<file path="src/rtl/pcmp_pkg.sv">
package pcmp_pkg;

    typedef enum logic [1:0] {
        DET_IDLE = 2'd0,
        DET_UP   = 2'd1,
        DET_DN   = 2'd2
    } det_state_e;

    // Reference prescaler ratio: 5 raised to (code + 1)
    function automatic int unsigned n2_value(input logic [1:0] code);
        int unsigned v;
        v = 5;
        for (int i = 0; i < 3; i++) begin
            if (i < int'(code)) v = v * 5;
        end
        return v;
    endfunction

endpackage

</file>
<file path="src/rtl/pcmp_div.sv">
// Edge-counting divider. The output is high for the first ceil(N/2) input
// periods after every N-th input rising edge. A ratio of 0 or 1 passes the
// registered input through, so every stage adds the same one cycle of latency.
module pcmp_div #(
    parameter int W = 8
) (
    input  logic         clk,
    input  logic         rst,
    input  logic         in_wave,
    input  logic [W-1:0] ratio,
    output logic         out_wave
);

    typedef struct packed {
        logic         in_q;
        logic [W-1:0] cnt;
    } div_st_t;

    div_st_t st_d, st_q;
    logic [W-1:0] half;
    logic         multi;

    always_comb begin
        multi = (ratio > W'(1));
        half  = (ratio >> 1) + W'(ratio[0]);
        st_d      = st_q;
        st_d.in_q = in_wave;
        if (multi && in_wave && !st_q.in_q) begin
            if (st_q.cnt >= ratio - W'(1)) st_d.cnt = '0;
            else                           st_d.cnt = st_q.cnt + W'(1);
        end
        out_wave = multi ? (st_q.cnt < half) : st_q.in_q;
    end

    // in_q resets high so a level that is already high is not counted as an edge
    always_ff @(posedge clk) begin
        if (rst) begin
            st_q.in_q <= 1'b1;
            st_q.cnt  <= '0;
        end else begin
            st_q <= st_d;
        end
    end

endmodule

</file>
<file path="src/rtl/pcmp_det.sv">
module pcmp_det
    import pcmp_pkg::*;
(
    input  logic clk,
    input  logic rst,
    input  logic sig,
    input  logic ref_in,
    input  logic xor_mode,
    input  logic reverse,
    output logic pd_data,
    output logic pd_oe
);

    typedef struct packed {
        logic       sig_q;
        logic       ref_q;
        det_state_e state;
        logic       data;
        logic       oe;
    } det_st_t;

    det_st_t st_d, st_q;
    logic    sig_rise;
    logic    ref_rise;

    always_comb begin
        sig_rise = sig && !st_q.sig_q;
        ref_rise = ref_in && !st_q.ref_q;
        st_d       = st_q;
        st_d.sig_q = sig;
        st_d.ref_q = ref_in;
        if (xor_mode) begin
            st_d.state = DET_IDLE;
            st_d.oe    = 1'b1;
            st_d.data  = sig ^ ref_in;
        end else begin
            case (st_q.state)
                DET_IDLE: begin
                    if (ref_rise && !sig_rise)      st_d.state = DET_UP;
                    else if (sig_rise && !ref_rise) st_d.state = DET_DN;
                end
                DET_UP:  if (sig_rise) st_d.state = DET_IDLE;
                DET_DN:  if (ref_rise) st_d.state = DET_IDLE;
                default: st_d.state = DET_IDLE;
            endcase
            st_d.oe   = (st_d.state != DET_IDLE);
            st_d.data = st_d.oe && ((st_d.state == DET_UP) ^ reverse);
        end
    end

    always_ff @(posedge clk) begin
        if (rst) begin
            st_q.sig_q <= 1'b1;
            st_q.ref_q <= 1'b1;
            st_q.state <= DET_IDLE;
            st_q.data  <= 1'b0;
            st_q.oe    <= 1'b0;
        end else begin
            st_q <= st_d;
        end
    end

    assign pd_data = st_q.data;
    assign pd_oe   = st_q.oe;

endmodule

</file>
<file path="src/rtl/pcmp_top.sv">
module pcmp_top
    import pcmp_pkg::*;
#(
    parameter int LOC_A_DIV = 147,
    parameter int LOC_B_DIV = 160,
    parameter int N1_STEP   = 8,
    parameter int K_W       = 4,
    parameter int N3_W      = 5
) (
    input  logic            clk,
    input  logic            rst_n,
    input  logic            soft_rst,
    input  logic            loc_a_clk,
    input  logic            loc_b_clk,
    input  logic            ref_clk,
    input  logic            cfg_fam_sel,
    input  logic [K_W-1:0]  cfg_k_m1,
    input  logic [1:0]      cfg_n2_code,
    input  logic [N3_W-1:0] cfg_n3_m1,
    input  logic            cfg_xor_mode,
    input  logic            cfg_reverse,
    output logic            pd_data,
    output logic            pd_oe
);

    localparam int PRE_MAX = (LOC_A_DIV > LOC_B_DIV) ? LOC_A_DIV : LOC_B_DIV;
    localparam int PRE_W   = $clog2(PRE_MAX + 1);
    localparam int N1_W    = $clog2(N1_STEP * (1 << K_W) + 1);
    localparam int N2_MAX  = int'(n2_value(2'b11));
    localparam int N2_W    = $clog2(N2_MAX + 1);
    localparam int N3C_W   = N3_W + 1;
    localparam int PRE_RATIO [2] = '{LOC_B_DIV, LOC_A_DIV};

    typedef struct packed {
        logic            fam_sel;
        logic [K_W-1:0]  k_m1;
        logic [1:0]      n2_code;
        logic [N3_W-1:0] n3_m1;
        logic            xor_mode;
        logic            reverse;
    } cfg_t;

    localparam int CFG_W = $bits(cfg_t);

    cfg_t             cfg_d, cfg_q;
    logic             rst;
    logic [1:0]       pre_in;
    logic [1:0]       pre_wave;
    logic             pre_sel;
    logic [N1_W-1:0]  sig_ratio;
    logic [N2_W-1:0]  n2_ratio;
    logic [N3C_W-1:0] n3_ratio;
    logic             n2_wave;
    logic             sig_wave;
    logic             ref_wave;
    logic [CFG_W-1:0] cfg_bits;

    assign rst = !rst_n || soft_rst;

    // Configuration is loaded only during a reset
    always_comb begin
        cfg_d = cfg_q;
        if (rst) begin
            cfg_d.fam_sel  = cfg_fam_sel;
            cfg_d.k_m1     = cfg_k_m1;
            cfg_d.n2_code  = cfg_n2_code;
            cfg_d.n3_m1    = cfg_n3_m1;
            cfg_d.xor_mode = cfg_xor_mode;
            cfg_d.reverse  = cfg_reverse;
        end
        sig_ratio = N1_W'((int'(cfg_q.k_m1) + 1) * N1_STEP);
        n2_ratio  = N2_W'(n2_value(cfg_q.n2_code));
        n3_ratio  = N3C_W'(int'(cfg_q.n3_m1) + 1);
        pre_sel   = pre_wave[cfg_q.fam_sel];
    end

    always_ff @(posedge clk) begin
        cfg_q <= cfg_d;
    end

    assign cfg_bits = cfg_q;
    assign pre_in   = {loc_a_clk, loc_b_clk};

    // Fixed prescalers, one per sample-rate family
    for (genvar g = 0; g < 2; g++) begin : g_pre
        pcmp_div #(.W(PRE_W)) u_pre (
            .clk      (clk),
            .rst      (rst),
            .in_wave  (pre_in[g]),
            .ratio    (PRE_W'(PRE_RATIO[g])),
            .out_wave (pre_wave[g])
        );
    end

    pcmp_div #(.W(N1_W)) u_n1 (
        .clk      (clk),
        .rst      (rst),
        .in_wave  (pre_sel),
        .ratio    (sig_ratio),
        .out_wave (sig_wave)
    );

    pcmp_div #(.W(N2_W)) u_n2 (
        .clk      (clk),
        .rst      (rst),
        .in_wave  (ref_clk),
        .ratio    (n2_ratio),
        .out_wave (n2_wave)
    );

    pcmp_div #(.W(N3C_W)) u_n3 (
        .clk      (clk),
        .rst      (rst),
        .in_wave  (n2_wave),
        .ratio    (n3_ratio),
        .out_wave (ref_wave)
    );

    pcmp_det u_det (
        .clk      (clk),
        .rst      (rst),
        .sig      (sig_wave),
        .ref_in   (ref_wave),
        .xor_mode (cfg_q.xor_mode),
        .reverse  (cfg_q.reverse),
        .pd_data  (pd_data),
        .pd_oe    (pd_oe)
    );

endmodule

</file>
<file path="config.mk">
export PLATFORM = sky130hd
export DESIGN_NAME = pcmp_top
export DESIGN_NICKNAME = d
export VERILOG_FILES = /design/src/rtl/pcmp_pkg.sv /design/src/rtl/pcmp_div.sv /design/src/rtl/pcmp_det.sv /design/src/rtl/pcmp_top.sv
export SDC_FILE = /design/constraint.sdc
export NUM_CORES = 1
export LEC_CHECK = 0
export BUFFER_PORTS_ARGS = -buffer_cell sky130_fd_sc_hd__buf_2
export CAP_MARGIN = 0
export CORE_MARGIN = 5
export CORE_UTILIZATION = 25
export CTS_CLUSTER_SIZE = 8
export DETAILED_ROUTE_END_ITERATION = 8
export PLACE_DENSITY = 0.41
export RECOVER_POWER = 50
export SETUP_SLACK_MARGIN = 0.15
export SLEW_MARGIN = 20
export SYNTH_ARGS = -nofsm -noshare
export SYNTH_HDL_FRONTEND = slang
export SYNTH_SLANG_ARGS = --single-unit
</file>
<file path="constraint.sdc">
create_clock -name clk -period 3.2 [get_ports clk]
set_input_delay 0.16 -clock clk [delete_from_list [all_inputs] [get_ports clk]]
set_output_delay 0.16 -clock clk [all_outputs]
set_load 0.01 [all_outputs]
</file>
==> flow_summary.ini, run 1 <==
[logic_synthesis]
synth_seq_cells = 65
synth_nets = 491
synth_cell_types = 58
synthFlopType = dfxtp_1
yosys_warnings = 0
syn_avg_cell_area_um2 = 9.42
yosys.area.top_type = dfxtp_1
async_flop_share = 0
synth_edf_count = 14
synth_top_area_share = 0.258
seq_area_frac_synth = 0.364
synth_area_um2 = 3960
synthTopCellsByArea = dfxtp_1 26%, ha_1 16%, edfxtp_1 11%, xor2_1 5.5%, xnor2_1 3.5%
netlist_instances = 420

[worst_hold_path]
min_path_cells = 1
holdCritPathClass = in2reg
whs_endpoint = cfg_bits[0]
hp-start = cfg_reverse

[clock_tree]
worstSkewPairLatency_ps = 340
cts_buffers = 9
cts_tree = yes
htree_num_levels = 3
cts_buffer_depth = 2
cts_setup_buffers = 0
path_clk_slew_ps = 60
numClockSinks = 65
clockRootBuffer = clkbuf_16

[worst_setup_path]
crit_arrival_ps = 3030
crit_path_end_kind = flop
r2r_start = cfg_bits[2]
crit_path_start_kind = flop
worst-path-buf-inv = 0
critical_path_class = reg2reg
critPathMaxStageDelay_ps = 460
crit_path_cell_trace = ha_2 -> xor2_1 -> ha_1 -> a22oi_1 -> a21o_1 -> ha_1 -> o2111ai_1 -> a211o_1 -> o211a_1 -> o211a_1 -> o31ai_1 -> a21oi_1
crit_path_max_fanout = 6
crit_required_ps = 3420
critical_path.top_delay_family = compound AO/OA/AOI/OAI gates
reg2regPathDepth = 12
r2r_end = u_det.pd_data
slowest_stage = edfxtp_1
rrSetupSlack_ps = 390

[run_status]
violations = capacitance limit, slew limit
outcome = finished, violations left

[sta]
hold_violations = 0
finalSetupTns_ps = 0
skew_ps = 7.19
period_share = 0.879
tightest_slew_ps = 1670
rsz0062_at_grt = no
whs_ps = 12.9
min_period_ps = 2810
timing.fmax_ghz = 0.355
setup_viol = 0
relSlewSlack = -0.113
drv_slew = 29

[global_route]
grt_usage = 0.0999
grt_max_degree = 29
antenna_found_initial = 0
grt_pass1_vias = 2961
grt_pass1_wl_um = 14500
grt_overflow_total = 0

[cells_and_area]
num-nets-final = 532
areaGrowthSynthToFinish_pct = 19.9
drive_gt1_frac = 0.105
n_antenna_cell = 0

[detailed_routing]
wl_um = 8560
dr.pass1.iters = 4
vias = 3055
route.detailed.drc = 0
drtIter0Drc = 155
antenna_left = 0
wl_per_cell_um = 12.5
vias_per_cell = 4.48

[power_and_ir_drop]
powerDensity_nw_per_um2 = 449
p_leak_nw = 1.93
irDropWorstVdd_mv = 0.237

[floorplanning]
start_util = 0.252
die_h_um = 136
rows = 46
die_w_um = 136
core_um2 = 15700
die_area_um2 = 18400
io_pins = 22

[job]
maxCapViolCount = 1

[place]
hpwl_um = 6220
gp_congestion = 0.786
io_buffers = 21
layout by cell type (no fill, tap or decap), drive strengths merged, types with 3 or more instances in the layout:
| master | n |
|---|---|
| a22oi | 3 |
| edfxtp | 14 |
| o211ai | 3 |
| o31ai | 3 |
| nand4 | 8 |
| and3 | 11 |
| a21o | 7 |
| inv | 23 |
| a21oi | 14 |
| nand3 | 21 |
| o211a | 3 |
| nor3 | 15 |
| dlygate4sd3 | 12 |
| o311ai | 3 |
| and4 | 3 |
| nand2 | 24 |
| clkbuf | 19 |
| nor2b | 5 |
| clkinv | 3 |
| dfxtp | 51 |
| xnor2 | 16 |
| buf | 21 |
| xor2 | 25 |
| or2 | 4 |
| o21ai | 10 |
| ha | 51 |
| nand2b | 10 |
| mux2i | 3 |
| a31oi | 11 |
| nor2 | 37 |
| a211o | 3 |
| o21a | 5 |
how the worst max path moves through the flow:
stage,from,to,slack (ps),cells past startpoint
finish,cfg_bits[2],u_det.pd_data,390,12
global route,cfg_bits[9],u_det.pd_oe,150,9
CTS,cfg_bits[2],u_det.pd_data,310,12
detailed placement,cfg_bits[2],u_det.pd_data,340,12
global placement,cfg_bits[2],u_det.pd_data,370,12
floorplan,cfg_bits[2],u_det.pd_data,530,12
power breakdown:
group          internal [mW]  switching, mW
sequential             0.863         0.0271
clock                  0.617          0.363
combinational          0.114          0.147
registers in the layout, summed over array words and instances, names as in the netlist:
signal	cells
u_det.pd_oe	1
u_det.st_q	4
u_n1.st_q	9
u_det.pd_data	1
u_n2.st_q	11
g_pre.u_pre.st_q	18
u_n3.st_q	7
cfg_bits	14
repair_timing:
action / in CTS / in global routing
resized for setup: 0 / 1
endpoints found under the setup margin: 0 / 1
hold buffers: 11 / 1
endpoints found under the hold margin: 11 / 1
logic make-up (layout without fill, tap and decap cells):
logic type	count (synthesis)	in the layout	share of synthesized area
buffers and inverters	32	78	0.0313
xor gates and xnor gates	41	41	0.0908
adders and majority gates	51	51	0.161
DFF	65	65	0.364
muxes	3	3	0.00759
and+or+nand+nor	147	147	0.195
other	1	1	0.000948
AOI/OAI and AO/OA	80	80	0.149
final cells by class:
class,count,area [µm²]
fillers,1649,11000
multi-input cells,323,2390
flip-flops and latches,65,1440
clock buffers,14,287
well taps,216,270
repair buffers,38,251
inverters,24,90.1
clock inverters,2,10.0
cells in the mapped netlist (all sizes together) (2+ instances only):
| master | n |
|---|---|
| nor3 | 15 |
| clkbuf | 4 |
| nor4 | 2 |
| a21oi | 14 |
| o31ai | 3 |
| a31o | 2 |
| nand4 | 8 |
| o21ai | 10 |
| a2111oi | 2 |
| o311ai | 3 |
| o211ai | 3 |
| nand2b | 10 |
| o211a | 3 |
| ha | 51 |
| a31oi | 11 |
| nand3 | 21 |
| xor2 | 25 |
| o2111ai | 2 |
| edfxtp | 14 |
| a211o | 3 |
| a21o | 7 |
| and4 | 3 |
| buf | 4 |
| nor2b | 5 |
| a211oi | 2 |
| dfxtp | 51 |
| xnor2 | 16 |
| nor4b | 2 |
| nand2 | 24 |
| and3 | 11 |
| a22oi | 3 |
| o21a | 5 |
| nor2 | 37 |
| mux2i | 3 |
| or2 | 4 |
| inv | 24 |
| nor3b | 2 |
layer usage:
metal  track usage  part of all wire  up-vias
li1              -                 -     1616
met1         0.131              0.51     1390
met2         0.149              0.42       34
met3        0.0342             0.043       15
met4        0.0437             0.022        0
met5             0                 0        -
per-stage QoR:
step / worst slack (ps) / cells / utilization / instance area, µm² / power, mW
floorplan: 533 / 420 / - / 3960 / 1.09
global placement: 372 / 654 / 0.276 / 4330 / 1.16
detailed placement: 339 / 654 / 0.276 / 4330 / 1.16
CTS: 308 / 681 / 0.302 / 4740 / 2.18
global route: 148 / 682 / 0.302 / 4740 / 2.25
finish: 387 / 682 / 0.302 / 4740 / 2.13
Power figures use the tool's default switching activity.
==> run 2: changes to the inputs <==
--- a/config.mk
+++ b/config.mk
@@ -11,6 +11,7 @@
 export CORE_UTILIZATION = 25
 export CTS_CLUSTER_SIZE = 8
 export DETAILED_ROUTE_END_ITERATION = 8
+export HOLD_SLACK_MARGIN = 0.12
 export PLACE_DENSITY = 0.41
 export RECOVER_POWER = 50
 export SETUP_SLACK_MARGIN = 0.15
==> run 2 against run 1 <==
The flow still finishes with violations (capacitance limit, slew limit). Fmax is essentially flat. Clock-buffer cell count stayed put. Register-to-register slack barely moved. Clock power about the same. Largest cell class unchanged.
==> flow_summary.ini, run 2 (same netlist as run 1, synthesis figures left out) <==
[run_status]
outcome = finished, violations left
violations = capacitance limit, slew limit

[sta]
tightest_slew_ps = 1670
skew_ps = 7.21
hold_violations = 0
setup_viol = 0
finalSetupTns_ps = 0
min_period_ps = 2810
period_share = 0.879
timing.fmax_ghz = 0.355
setup_ws_ps = 387
drv_slew = 29
relSlewSlack = -0.116
rsz0062_at_grt = no

[cells_and_area]
drive_gt1_frac = 0.0977
regMostFlops = g_pre.u_pre.st_q
num-nets-final = 537
n_antenna_cell = 0
final_util = 0.305
largest_reg_flops = 18
most-common-layout-cells = 51 x dfxtp_1, 50 x ha_1, 36 x nor2_1
areaGrowthSynthToFinish_pct = 21.1
nFillCells = 1646
mostFrequentLayoutCell = dfxtp_1

[detailed_routing]
drtIter0Drc = 150
wl_um = 8600
vias = 3061
vias_per_cell = 4.46
wl_per_cell_um = 12.5
route.detailed.drc = 0
antenna_left = 0
dr.pass1.iters = 4

[floorplanning]
io_pins = 22
rows = 46
die_w_um = 136
start_util = 0.252
core_um2 = 15700
die_area_um2 = 18400
die_h_um = 136

[clock_tree]
path_clk_slew_ps = 60
htree_num_levels = 3
cts_tree = yes
cts_buffer_depth = 2
worstSkewPairLatency_ps = 340
clockRootBuffer = clkbuf_16
cts_setup_buffers = 0
cts_buffers = 9
numClockSinks = 65

[global_route]
grt_usage = 0.100
grt_pass1_wl_um = 14600
antenna_found_initial = 0
grt_overflow_total = 0
grt_pass1_vias = 2989
grt_max_degree = 29

[place]
hpwl_um = 6220
gp_congestion = 0.786
dpl_worst_slack_ps = 339
io_buffers = 21

[power_and_ir_drop]
irDropWorstVdd_mv = 0.237
finalPower_mw = 2.13
powerDensity_nw_per_um2 = 446
p_leak_nw = 1.94

[worst_setup_path]
crit_path_end_kind = flop
r2r_start = cfg_bits[2]
reg2regPathDepth = 12
critical_path_class = reg2reg
crit_path_max_fanout = 6
r2r_end = u_det.pd_data
crit_arrival_ps = 3030
crit_path_start_kind = flop
crit_required_ps = 3420
rrSetupSlack_ps = 390
crit_path_end = u_det.pd_data
cp-startpoint = cfg_bits[2]

[worst_hold_path]
holdCritPathClass = reg2reg

[job]
maxCapViolCount = 1
run 2: cell count changes in the layout (fill, tap and decap cells not counted), sizes merged:
cell	previous run	this run
buf	21	18
dlygate4sd3	12	17
clkbuf	19	22
run 2: timing repair:
action / CTS / global route
hold buffers: 17 / 0
setup endpoints to repair: 0 / 1
hold endpoints to repair: 17 / 0
gates resized for setup: 0 / 1
run 2: layout make-up:
| cell class | instances | area [µm²] | share of cell area |
|---|---|---|---|
| timing repair buffer | 43 | 298 | 0.0622 |
| clock inverter | 2 | 10.0 | 0.00209 |
| clock buffer | 14 | 287 | 0.0598 |
| inverter | 24 | 90.1 | 0.0188 |
| multi-input combinational | 323 | 2390 | 0.500 |
| sequential | 65 | 1440 | 0.301 |
| tap | 216 | 270 | 0.0564 |
run 2: worst max-delay path, stage by stage, from the launching register on:
cell and delay [ps]:
edfxtp_1 460, ha_2 260, xor2_1 210, ha_1 230, a22oi_1 80, a21o_1 190
ha_1 290, o2111ai_1 90, a211o_1 250, o211a_1 150, o211a_1 210, o31ai_1 200
a21oi_1 70
run 2: stage by stage:
step                      std cells  hold WS, ps  instance area [µm²]
after floorplan                 420          259                 3960
after global placement          654          337                 4330
after detailed placement        654          338                 4330
after CTS                       687          270                 4800
after global routing            687          518                 4790
final                           687          473                 4790
run 2: worst min path at each step:
stage | from | to | slack, ps | cells past startpoint
6_report | g_pre[1].u_pre.st_q[7] | g_pre[1].u_pre.st_q[7] | 470 | 2
5_1_grt | g_pre[1].u_pre.st_q[7] | g_pre[1].u_pre.st_q[7] | 520 | 2
4_1_cts | soft_rst | u_n3.st_q[6] | 270 | 4
3_5_place_dp | cfg_n2_code[0] | cfg_bits[7] | 340 | 1
3_3_place_gp | cfg_n3_m1[0] | cfg_bits[2] | 340 | 1
2_1_floorplan | cfg_reverse | cfg_bits[0] | 260 | 0
run 2: layer usage:
metal,wire length [µm],global-route usage
met5,0,0
met4,185,0.0437
met3,342,0.0334
met2,3650,0.150
met1,4430,0.132
run 2: power by group:
group	switching [mW]	internal [mW]	total (mW)
Clock	0.361	0.617	0.978
Combinational	0.147	0.118	0.265
Sequential	0.0271	0.863	0.890
